**src/rtl/nor_timing_pkg.sv**
```systemverilog
package nor_timing_pkg;

  // Whole clock cycles covering an interval, never fewer than one
  function automatic int ns2cyc(input int ns, input int clk_ns);
    int c;
    c = (ns + clk_ns - 1) / clk_ns;
    return (c < 1) ? 1 : c;
  endfunction

  function automatic int imax(input int a, input int b);
    return (a > b) ? a : b;
  endfunction

  typedef enum logic [2:0] {
    ST_IDLE  = 3'd0,
    ST_ASO   = 3'd1,
    ST_RACT  = 3'd2,
    ST_WLOW  = 3'd3,
    ST_WHOLD = 3'd4
  } nor_state_e;

endpackage

```
**src/rtl/nor_span_timer.sv**
```systemverilog
// Loadable down-counter. "expired" is high in the last cycle of a span
// loaded with N, so an action taken on the next edge lands N cycles after
// the loading edge.
module nor_span_timer #(
  parameter int CW = 4
) (
  input  logic          clk,
  input  logic          rst,
  input  logic          load,
  input  logic [CW-1:0] val,
  output logic          expired
);
  logic [CW-1:0] cnt;

  always_ff @(posedge clk) begin
    if (rst)             cnt <= '0;
    else if (load)       cnt <= val;
    else if (cnt != '0)  cnt <= cnt - 1'b1;
  end

  assign expired = (cnt <= CW'(1));
endmodule

```
**src/rtl/nor_rd_capture.sv**
```systemverilog
module nor_rd_capture #(
  parameter int DW = 16
) (
  input  logic          clk,
  input  logic          rst,
  input  logic          cap,
  input  logic [DW-1:0] din,
  output logic [DW-1:0] dout
);
  always_ff @(posedge clk) begin
    if (rst)      dout <= '0;
    else if (cap) dout <= din;
  end
endmodule

```
**src/rtl/nor_bus_engine.sv**
```systemverilog
module nor_bus_engine
  import nor_timing_pkg::*;
#(
  parameter int AW        = 22,
  parameter int DW        = 16,
  parameter int CLK_NS    = 20,
  parameter int T_ACC_NS  = 90,
  parameter int T_OE_NS   = 35,
  parameter int T_ASO_NS  = 15,
  parameter int T_PH_NS   = 20,
  parameter int T_DS_NS   = 40,
  parameter int T_WP_NS   = 35,
  parameter int T_AH_NS   = 45,
  parameter int T_WR_NS   = 20,
  parameter int T_DF_NS   = 20
) (
  input  logic          clk,
  input  logic          rst,
  input  logic          req,
  input  logic          req_write,
  input  logic          req_poll,
  input  logic [AW-1:0] req_addr,
  input  logic [DW-1:0] req_wdata,
  output logic          req_ready,
  output logic          ack,
  output logic [DW-1:0] rdata,
  output logic [AW-1:0] flash_addr,
  output logic          flash_ce_n,
  output logic          flash_oe_n,
  output logic          flash_we_n,
  output logic [DW-1:0] dq_out,
  output logic          dq_oe,
  input  logic [DW-1:0] dq_in
);

  localparam int ACC_C  = ns2cyc(T_ACC_NS, CLK_NS);
  localparam int OE_C   = ns2cyc(T_OE_NS,  CLK_NS);
  localparam int ASO_C  = ns2cyc(T_ASO_NS, CLK_NS);
  localparam int PH_C   = ns2cyc(T_PH_NS,  CLK_NS);
  localparam int DS_C   = ns2cyc(T_DS_NS,  CLK_NS);
  localparam int WP_C   = ns2cyc(T_WP_NS,  CLK_NS);
  localparam int AH_C   = ns2cyc(T_AH_NS,  CLK_NS);
  localparam int WTR_C  = ns2cyc(T_WR_NS,  CLK_NS);
  localparam int DF_C   = ns2cyc(T_DF_NS,  CLK_NS);
  localparam int RD_C   = imax(ACC_C, OE_C);
  localparam int PACT_C = imax(imax(ACC_C - ASO_C, OE_C), 1);
  localparam int WL_C   = imax(WP_C, DS_C);
  localparam int MAXC   = imax(imax(imax(RD_C, PACT_C), imax(WL_C, AH_C)),
                               imax(imax(PH_C, WTR_C), imax(DF_C, ASO_C)));
  localparam int CW     = $clog2(MAXC + 1) + 1;

  // Timer slots
  localparam int T_PHASE = 0;  // length of the current pin phase
  localparam int T_TA    = 1;  // bus release after a read
  localparam int T_PGAP  = 2;  // high gap between polls
  localparam int T_WTR   = 3;  // write-to-read recovery
  localparam int NT      = 4;

  nor_state_e    state;
  logic          cur_poll;
  logic          accept;
  logic          capture;
  logic [NT-1:0] t_load;
  logic [NT-1:0] t_exp;
  logic [CW-1:0] t_val [NT];

  genvar gi;
  generate
    for (gi = 0; gi < NT; gi++) begin : g_tmr
      nor_span_timer #(.CW(CW)) u_tmr (
        .clk     (clk),
        .rst     (rst),
        .load    (t_load[gi]),
        .val     (t_val[gi]),
        .expired (t_exp[gi])
      );
    end
  endgenerate

  // Admission: idle, and every spacing rule for this kind of request met
  always_comb begin
    req_ready = 1'b0;
    if (state == ST_IDLE) begin
      if (req_write) req_ready = t_exp[T_TA];
      else           req_ready = t_exp[T_WTR] && (!req_poll || t_exp[T_PGAP]);
    end
  end

  assign accept  = req && req_ready;
  assign capture = (state == ST_RACT) && t_exp[T_PHASE];

  always_comb begin
    t_load[T_PHASE] = accept
                   || ((state == ST_ASO)  && t_exp[T_PHASE])
                   || ((state == ST_WLOW) && t_exp[T_PHASE]);
    if (accept) begin
      if (req_write)     t_val[T_PHASE] = CW'(WL_C);
      else if (req_poll) t_val[T_PHASE] = CW'(ASO_C);
      else               t_val[T_PHASE] = CW'(RD_C);
    end else if (state == ST_ASO) begin
      t_val[T_PHASE] = CW'(PACT_C);
    end else begin
      t_val[T_PHASE] = CW'(AH_C);
    end
    t_load[T_TA]   = capture;
    t_val[T_TA]    = CW'(DF_C);
    t_load[T_PGAP] = capture && cur_poll;
    t_val[T_PGAP]  = CW'(PH_C);
    t_load[T_WTR]  = (state == ST_WLOW) && t_exp[T_PHASE];
    t_val[T_WTR]   = CW'(WTR_C);
  end

  nor_rd_capture #(.DW(DW)) u_cap (
    .clk  (clk),
    .rst  (rst),
    .cap  (capture),
    .din  (dq_in),
    .dout (rdata)
  );

  always_ff @(posedge clk) begin
    if (rst) begin
      state      <= ST_IDLE;
      cur_poll   <= 1'b0;
      flash_addr <= '0;
      flash_ce_n <= 1'b1;
      flash_oe_n <= 1'b1;
      flash_we_n <= 1'b1;
      dq_out     <= '0;
      dq_oe      <= 1'b0;
      ack        <= 1'b0;
    end else begin
      ack <= 1'b0;
      unique case (state)
        ST_IDLE: if (accept) begin
          flash_addr <= req_addr;
          flash_ce_n <= 1'b0;
          cur_poll   <= req_poll && !req_write;
          if (req_write) begin
            flash_we_n <= 1'b0;
            dq_out     <= req_wdata;
            dq_oe      <= 1'b1;
            state      <= ST_WLOW;
          end else if (req_poll) begin
            state      <= ST_ASO;
          end else begin
            flash_oe_n <= 1'b0;
            state      <= ST_RACT;
          end
        end
        ST_ASO: if (t_exp[T_PHASE]) begin
          flash_oe_n <= 1'b0;
          state      <= ST_RACT;
        end
        ST_RACT: if (t_exp[T_PHASE]) begin
          flash_ce_n <= 1'b1;
          flash_oe_n <= 1'b1;
          ack        <= 1'b1;
          state      <= ST_IDLE;
        end
        ST_WLOW: if (t_exp[T_PHASE]) begin
          flash_we_n <= 1'b1;
          flash_ce_n <= 1'b1;
          state      <= ST_WHOLD;
        end
        ST_WHOLD: if (t_exp[T_PHASE]) begin
          dq_oe <= 1'b0;
          ack   <= 1'b1;
          state <= ST_IDLE;
        end
        default: state <= ST_IDLE;
      endcase
    end
  end

  // Pin-history counters used only by the assertions below
  logic [7:0] oe_hi_age;
  logic [7:0] we_lo_age;
  always_ff @(posedge clk) begin
    if (rst) begin
      oe_hi_age <= 8'hFF;
      we_lo_age <= 8'd0;
    end else begin
      if (!flash_oe_n)            oe_hi_age <= 8'd0;
      else if (oe_hi_age != 8'hFF) oe_hi_age <= oe_hi_age + 8'd1;
      if (flash_we_n)             we_lo_age <= 8'd0;
      else if (we_lo_age != 8'hFF) we_lo_age <= we_lo_age + 8'd1;
    end
  end

  AST_NO_DUAL_STROBE: assert property (@(posedge clk) disable iff (rst)
    !(!flash_oe_n && !flash_we_n));
  AST_WE_WIDTH: assert property (@(posedge clk) disable iff (rst)
    $rose(flash_we_n) |-> (we_lo_age >= 8'(WP_C)));
  AST_NO_DRIVE_IN_READ: assert property (@(posedge clk) disable iff (rst)
    dq_oe |-> flash_oe_n);
  AST_TURNAROUND: assert property (@(posedge clk) disable iff (rst)
    $rose(dq_oe) |-> (oe_hi_age >= 8'(DF_C)));
  AST_ACK_PULSE: assert property (@(posedge clk) disable iff (rst)
    ack |=> !ack);
  AST_ADDR_STABLE: assert property (@(posedge clk) disable iff (rst)
    (!flash_ce_n && !$fell(flash_ce_n)) |-> $stable(flash_addr));

endmodule

```
**config.mk**
```make
export PLATFORM = sky130hd
export DESIGN_NAME = nor_bus_engine
export DESIGN_NICKNAME = d
export VERILOG_FILES = /design/src/rtl/nor_timing_pkg.sv /design/src/rtl/nor_span_timer.sv /design/src/rtl/nor_rd_capture.sv /design/src/rtl/nor_bus_engine.sv
export SDC_FILE = /design/constraint.sdc
export NUM_CORES = 1
export LEC_CHECK = 0
export BUFFER_PORTS_ARGS = -buffer_cell sky130_fd_sc_hd__buf_2
export CAP_MARGIN = 20
export CORE_AREA = 4 4 89 91
export CTS_CLUSTER_DIAMETER = 200
export CTS_CLUSTER_SIZE = 8
export DETAILED_ROUTE_END_ITERATION = 12
export DIE_AREA = 0 0 93 95
export PLACE_DENSITY = 0.89
export SETUP_SLACK_MARGIN = 0.4
export SLEW_MARGIN = 40
export SYNTH_ARGS = -nofsm -noshare
export SYNTH_HDL_FRONTEND = slang
export SYNTH_HIERARCHICAL = 1
export SYNTH_SLANG_ARGS = --single-unit
```
**constraint.sdc**
```tcl
create_clock -name clk -period 2.7 [get_ports clk]
set_input_delay 0.54 -clock clk [delete_from_list [all_inputs] [get_ports clk]]
set_output_delay 0.54 -clock clk [all_outputs]
set_load 0.005 [all_outputs]
```
# Word-level counts from Yosys, hierarchy flattened
# Cells that the tools add are included.
# word_totals
out_inout_bits,60
regBits,79
word_cells,114
inputBits,59
# op_classes
bitwise,1
magnitude_cmp,4
reduce_logical,38
mux,36
n_addsub,4
eq_ne,14
# op_table
op,count
2-to-1 mux 3 bit,7
2-to-1 mux 1 bit,19
<= comparator 4 x 1 -> 1 bit (second input constant),4
nonzero test 4 bit,4
subtractor 4 x 1 -> 4 bit (second input constant),4
nonzero test 2 bit,7
2-to-1 mux 4 bit,3
!= test 2 x 1 -> 1 bit (second input constant),6
one-hot mux 3 bit (4 select lines),1
AND reduction 4 bit,3
OR reduction 2 bit,6
!= test 2 bit (second input constant),4
logical AND 1 bit,7
== test 3 x 2 -> 1 bit (second input constant),2
one-hot mux 1 bit (2 select lines),3
AND reduction 3 bit,2
AND reduction 6 bit,1
2-to-1 mux 2 bit,2
== test 3 x 1 -> 1 bit (second input constant),1
== test 3 bit (second input constant),1
logical NOT 3 bit,1
logical OR 1 bit,3
one-hot mux 1 bit (3 select lines),1
nonzero test 3 bit,1
other kinds (3),4

# Longest topological paths before layout
# logic_depth
ltp_word,9
depth_mapped,11
ltp_nobuf,10

# Modules after synthesis
# Netlist, hierarchy kept.
# by_module_without_submodules
mod,seq_area_each_um2,cells_per_inst,area_each_um2,n_inst
nor_bus_engine,940.9,241,1934.4,1
nor_span_timer,80.1,27,252.7,4
nor_rd_capture,320.3,52,580.6,1

# Worst setup path after synthesis
# OpenSTA, ideal clock, no wires.
# synth_path
kind,reg-to-reg
startpoint,register g_tmr[0].u_tmr.cnt[0]
endpoint,register u_cap.dout[10]
path_slack_ps,503
setup_ps,117
path_stages_with_launch,12
t_arrival_ps,2080
synth_period_minus_slack_ps,2197
n_path_buf,3
required_ps,2583
path_cell_list,dfxtp_1 > inv_1 > ha_1 > nor2_1 > nor3_1 > buf_2 > nand2_1 > nor3_1 > buf_6 > buf_12 > mux2i_1 > nor2_1
# synth_between
elab_chain_len,2
# synth_lines
element,line,text
"start, declared",nor_span_timer.sv:13,logic [CW-1:0] cnt;
"start signal, assigned",nor_span_timer.sv:17,else if (load) cnt <= val;
"start signal, assigned",nor_span_timer.sv:18,else if (cnt != '0) cnt <= cnt - 1'b1;
<= comparator 4 x 1 -> 1 bit,nor_span_timer.sv:21,assign expired = (cnt <= CW'(1));
net t_exp[0],nor_bus_engine.sv:64,logic [NT-1:0] t_exp;
logical AND 1 bit,nor_bus_engine.sv:90,assign capture = (state == ST_RACT) && t_exp[T_PHASE];
net capture,nor_bus_engine.sv:62,logic capture;
"end signal, assigned",nor_rd_capture.sv:12,else if (cap) dout <= din;
"end, declared",nor_rd_capture.sv:8,output logic [DW-1:0] dout
# The timed path passes the listed nets, and every way through them passes these cells.
# A chain may end at the register's enable or synchronous reset.

# Worst setup path after layout
# layout_path
startpoint,register g_tmr[2].u_tmr.cnt[0]
endpoint,output port req_ready
# layout_between
elab_chain_len,5
# layout_lines
element,line,text
"start, declared",nor_span_timer.sv:13,
"start signal, assigned",nor_span_timer.sv:17,
"start signal, assigned",nor_span_timer.sv:18,
<= comparator 4 x 1 -> 1 bit,nor_span_timer.sv:21,
net t_exp[2],nor_bus_engine.sv:64,
logical OR 1 bit,nor_bus_engine.sv:85,else req_ready = t_exp[T_WTR] && (!req_poll || t_exp[T_PGAP]);
logical AND 1 bit,nor_bus_engine.sv:85,
2-to-1 mux 1 bit,nor_bus_engine.sv:84,if (req_write) req_ready = t_exp[T_TA];
2-to-1 mux 1 bit,nor_bus_engine.sv:83,if (state == ST_IDLE) begin
"end, declared",nor_bus_engine.sv:24,"output logic req_ready,"
# The timed path passes the listed nets, and every way through them passes these cells.

==> metrics.md <==
| Metric | Value |
|---|---|
| Core ar. | 7140 um2 |
| Seq/Total Area, Yosys | 44.9% |
| Drt drc | 0 |
| Worst clock skew | 0.00881 ns |
| Setup TNS | 0 ns |
| Final Cell Area | 4540 um2 |
| Clock latency on the worst-skew pair | 0.35 ns |
| CP max stage cell | dfxtp_2 |
| Clock Path Buffers | 2 |
| HPWL after DPL | 6350 um |
| Mapped Area | 3530 um2 |
| Worst path cell trace | inv_1 -> ha_4 -> nor2_2 -> nor3_2 -> nand2b_4 -> a22oi_2 -> nor2_1 -> buf_2 |
| Layout cells sized above 1 | 34.1% |
| Die W | 93 um |
| Overflow after GRT | 0 |
| Fin nets | 596 |
| Final Util | 63.6% |
| PwrDens | 1030 nW/um2 |
| Minimum clock period | 2.21 ns |
| Reg-to-reg setup timing slack | 0.56 ns |
| Mean Syn Cell Area | 8.79 um2 |
| CP delay by family, top | simple AND/OR/NAND/NOR gates |
| Post-route ant nets | 0 |
| Initial cell density of the core | 49.4% |
| Outcome | complete, no violations |
| Detailed Routing Iterations Pass 1 | 5 |
| Max Fclk | 0.453 GHz |
| Clock root buffer | clkbuf_8 |
| Ant. Diodes | 0 |
| Count of cell types in the netlist | 49 |
| Final Cycle Share | 81.8% |
| DR iter-0 viols | 215 |
| P_int | 2.96 mW |
| Detailed Route WL | 9170 um |
| Slew HR | 55.9% |
| GPL Wtd Cong | 0.867 |
| Row count | 31 |
| Setup ws final | 0.492 ns |
| Final-report setup violation count | 0 |
| PortBufs | 118 |
| Vias in the first global route | 3185 |
| VDD IR max | 599 uV |
| Height of the die | 95 um |
| Number of buffers created by CTS | 9 |
| Maxcap violations | 0 |
| Clock Power Share | 20.7% |
| Vias | 3348 |
| Post-synth EDFFs | 0 |
| Synth Instances | 401 |
| Largest net degree at the start of global routing | 59 |
| CP Buf/Inv Count | 2 |
| Total track usage | 20.1% |
| FF+latch count, synth | 79 |
| Actual slew at the worst max-slew pin | 0.661 ns |
| I/O pin count | 119 |
| CTS clk-pin slew, worst paths | 0.08 ns |
| Worst Hold Class | primary input to register |
| Pre-CTS setup slack | 0.465 ns |
| Critical Path RT | 2.16 ns |
| Full die area | 8840 um2 |
| Avg WL per Cell | 14.5 um |
| Synth warn | 6 |
| Unrepaired setup endpoints after global routing | yes |
| Net Sw Power | 1.71 mW |
| Leakage | 1.97 nW |
| Tot Pwr | 4.67 mW |
| Clock sink count | 79 |
| Area post-placement | 4210 um2 |
| Final Hold Vio Count | 0 |
| Sw Share | 36.6% |
| Critical Path AT | 1.67 ns |
| Setup CP Type | register to output pin |
| H-tree depth | 3 |
| Antenna violations before repair | 1 |
| Combinational fraction of design power | 43.6% |
| Worst setup EP type | output pin |
| Synth Flop Type | dfxtp_1 |
| # fillers | 590 |
| TritonCTS clock tree | yes |
| Startpoint Class | register |
| Flop pwr share | 35.7% |
| Post-synth ARST share | 0% |
| Worst-path fanout max | 4 |
| Vias per cell | 5.30 |
| First-pass GRT wire length | 14300 um |
| Slew Limit Fails | 0 |
| Slowest stage delay, CP | 0.35 ns |
| Synthesis-to-finish area growth | 28.7% |
## registers in the layout, indices dropped and copies added, names as in the netlist
| name | count |
|---|---|
| flash_we_n | 1 |
| cur_poll | 1 |
| dq_oe | 1 |
| dq_out | 16 |
| ack | 1 |
| flash_oe_n | 1 |
| g_tmr.u_tmr/cnt | 16 |
| u_cap/dout | 16 |
| flash_ce_n | 1 |
| flash_addr | 22 |
| state | 3 |
## tightest hold or removal path, delay by kind of cell
kind / cells / cell delay (ns)
and+or+nand+nor: 1 / 0.04
AOI/OAI and AO/OA: 1 / 0.05
buffers and inverters: 1 / 0.09
## through the flow
stage / cells / hold WS [ns]
after floorplan: 412 / 0.444
after CTS: 629 / 0.409
final: 632 / 0.421
after global routing: 632 / 0.418
after global placement: 613 / 0.438
after detailed placement: 613 / 0.443
## repair_timing
item,in CTS,in global routing
hold buffers,0,0
resized for setup,3,18
buffers inserted,1,3
pin swaps,1,3
setup endpoints to repair,1,23
gates cloned,0,0
## area by class of cell
class / count / area, um2 / share of cell area [%]
Timing Repair Buffer: 130 / 691 / 15.2
Sequential cell: 79 / 1590 / 35.0
Clock buffer: 10 / 138 / 3.03
Tap cell: 99 / 124 / 2.73
Clock inverter: 5 / 81.3 / 1.79
Inverter: 10 / 37.5 / 0.827
Multi-Input combinational cell: 299 / 1880 / 41.4
## per-layer routing
layer / wire length (um) / share of wire (%) / global-route usage, %
met5: 0 / 0 / 0
met1: 3420 / 37 / 22.1
met2: 4900 / 53 / 36.7
met3: 652 / 7.1 / 5.50
met4: 196 / 2.1 / 7.69
## cells in the final DEF (no fill, tap or decap), types with 2 or more instances in the layout
cell type,n
or2_2,4
nand2_1,49
ha_4,2
a31oi_1,2
ha_1,6
clkbuf_8,10
and3b_1,4
nor3b_4,4
mux2i_1,16
and3_1,2
bufinv_16,2
nor2b_1,8
conb_1,13
o21ai_0,29
mux2_4,4
nor2_1,29
a311oi_1,2
nor3_2,7
inv_1,7
dfxtp_1,74
buf_4,12
buf_2,117
nand2b_1,2
or4_1,2
inv_2,3
o22ai_1,8
nand3_1,22
a21oi_1,38
nor3_1,12
xnor2_1,9
dfxtp_2,5
and2_1,2
o32ai_1,4
nor3_4,2
## final timing paths
kind / start / to / cells past startpoint
worst min register to register: dq_out[3] / dq_out[3] / 2
worst min-delay path: req_wdata[14] / dq_out[14] / 3
worst max register to register: g_tmr[2].u_tmr/cnt[0] / g_tmr[0].u_tmr/cnt[3] / 10
worst max-delay path: g_tmr[2].u_tmr/cnt[0] / req_ready / 8
## cells by family after synthesis
logic type                 share of synthesized area, %
and+or+nand+nor                                    23.6
AOI/OAI and AO/OA                                  14.8
DFF                                                44.9
buffers and inverters                              4.93
muxes                                              6.25
xor gates and xnor gates                           2.48
adders and majority gates                          2.84
other                                             0.213
## synthesized netlist by cell type (all sizes together), types with 2 or more instances
library cell | n | area share, %
nor3b | 4 | 2.1
o22ai | 8 | 1.4
nor2b | 9 | 1.7
and2 | 3 | 0.53
nor2 | 30 | 3.2
ha | 8 | 2.8
nand3 | 22 | 3.1
a22oi | 2 | 0.57
nor3 | 21 | 3.9
inv | 10 | 1.1
a31oi | 2 | 0.35
or4 | 2 | 0.43
clkbuf | 8 | 0.89
o32ai | 4 | 0.99
and3 | 2 | 0.35
a311oi | 2 | 0.50
mux2i | 16 | 4.5
buf | 16 | 3.0
dfxtp | 79 | 45
nand2 | 50 | 5.4
xnor2 | 9 | 2.2
mux2 | 4 | 1.7
conb | 2 | 0.21
and3b | 4 | 0.99
a21oi | 38 | 5.4
or2 | 4 | 0.71
o21ai | 29 | 4.1
nand2b | 3 | 0.53
## power by group through the flow
stage          logic [mW]  registers [mW]  clock network (mW)
2_1_floorplan        1.38            1.64                   0
3_3_place_gp         1.77            1.65                   0
3_5_place_dp         1.86            1.67                   0
4_1_cts              1.91            1.65               0.975
5_1_grt              2.23            1.70                1.04
6_report             2.03            1.67               0.966
Power figures use the tool's default switching activity.
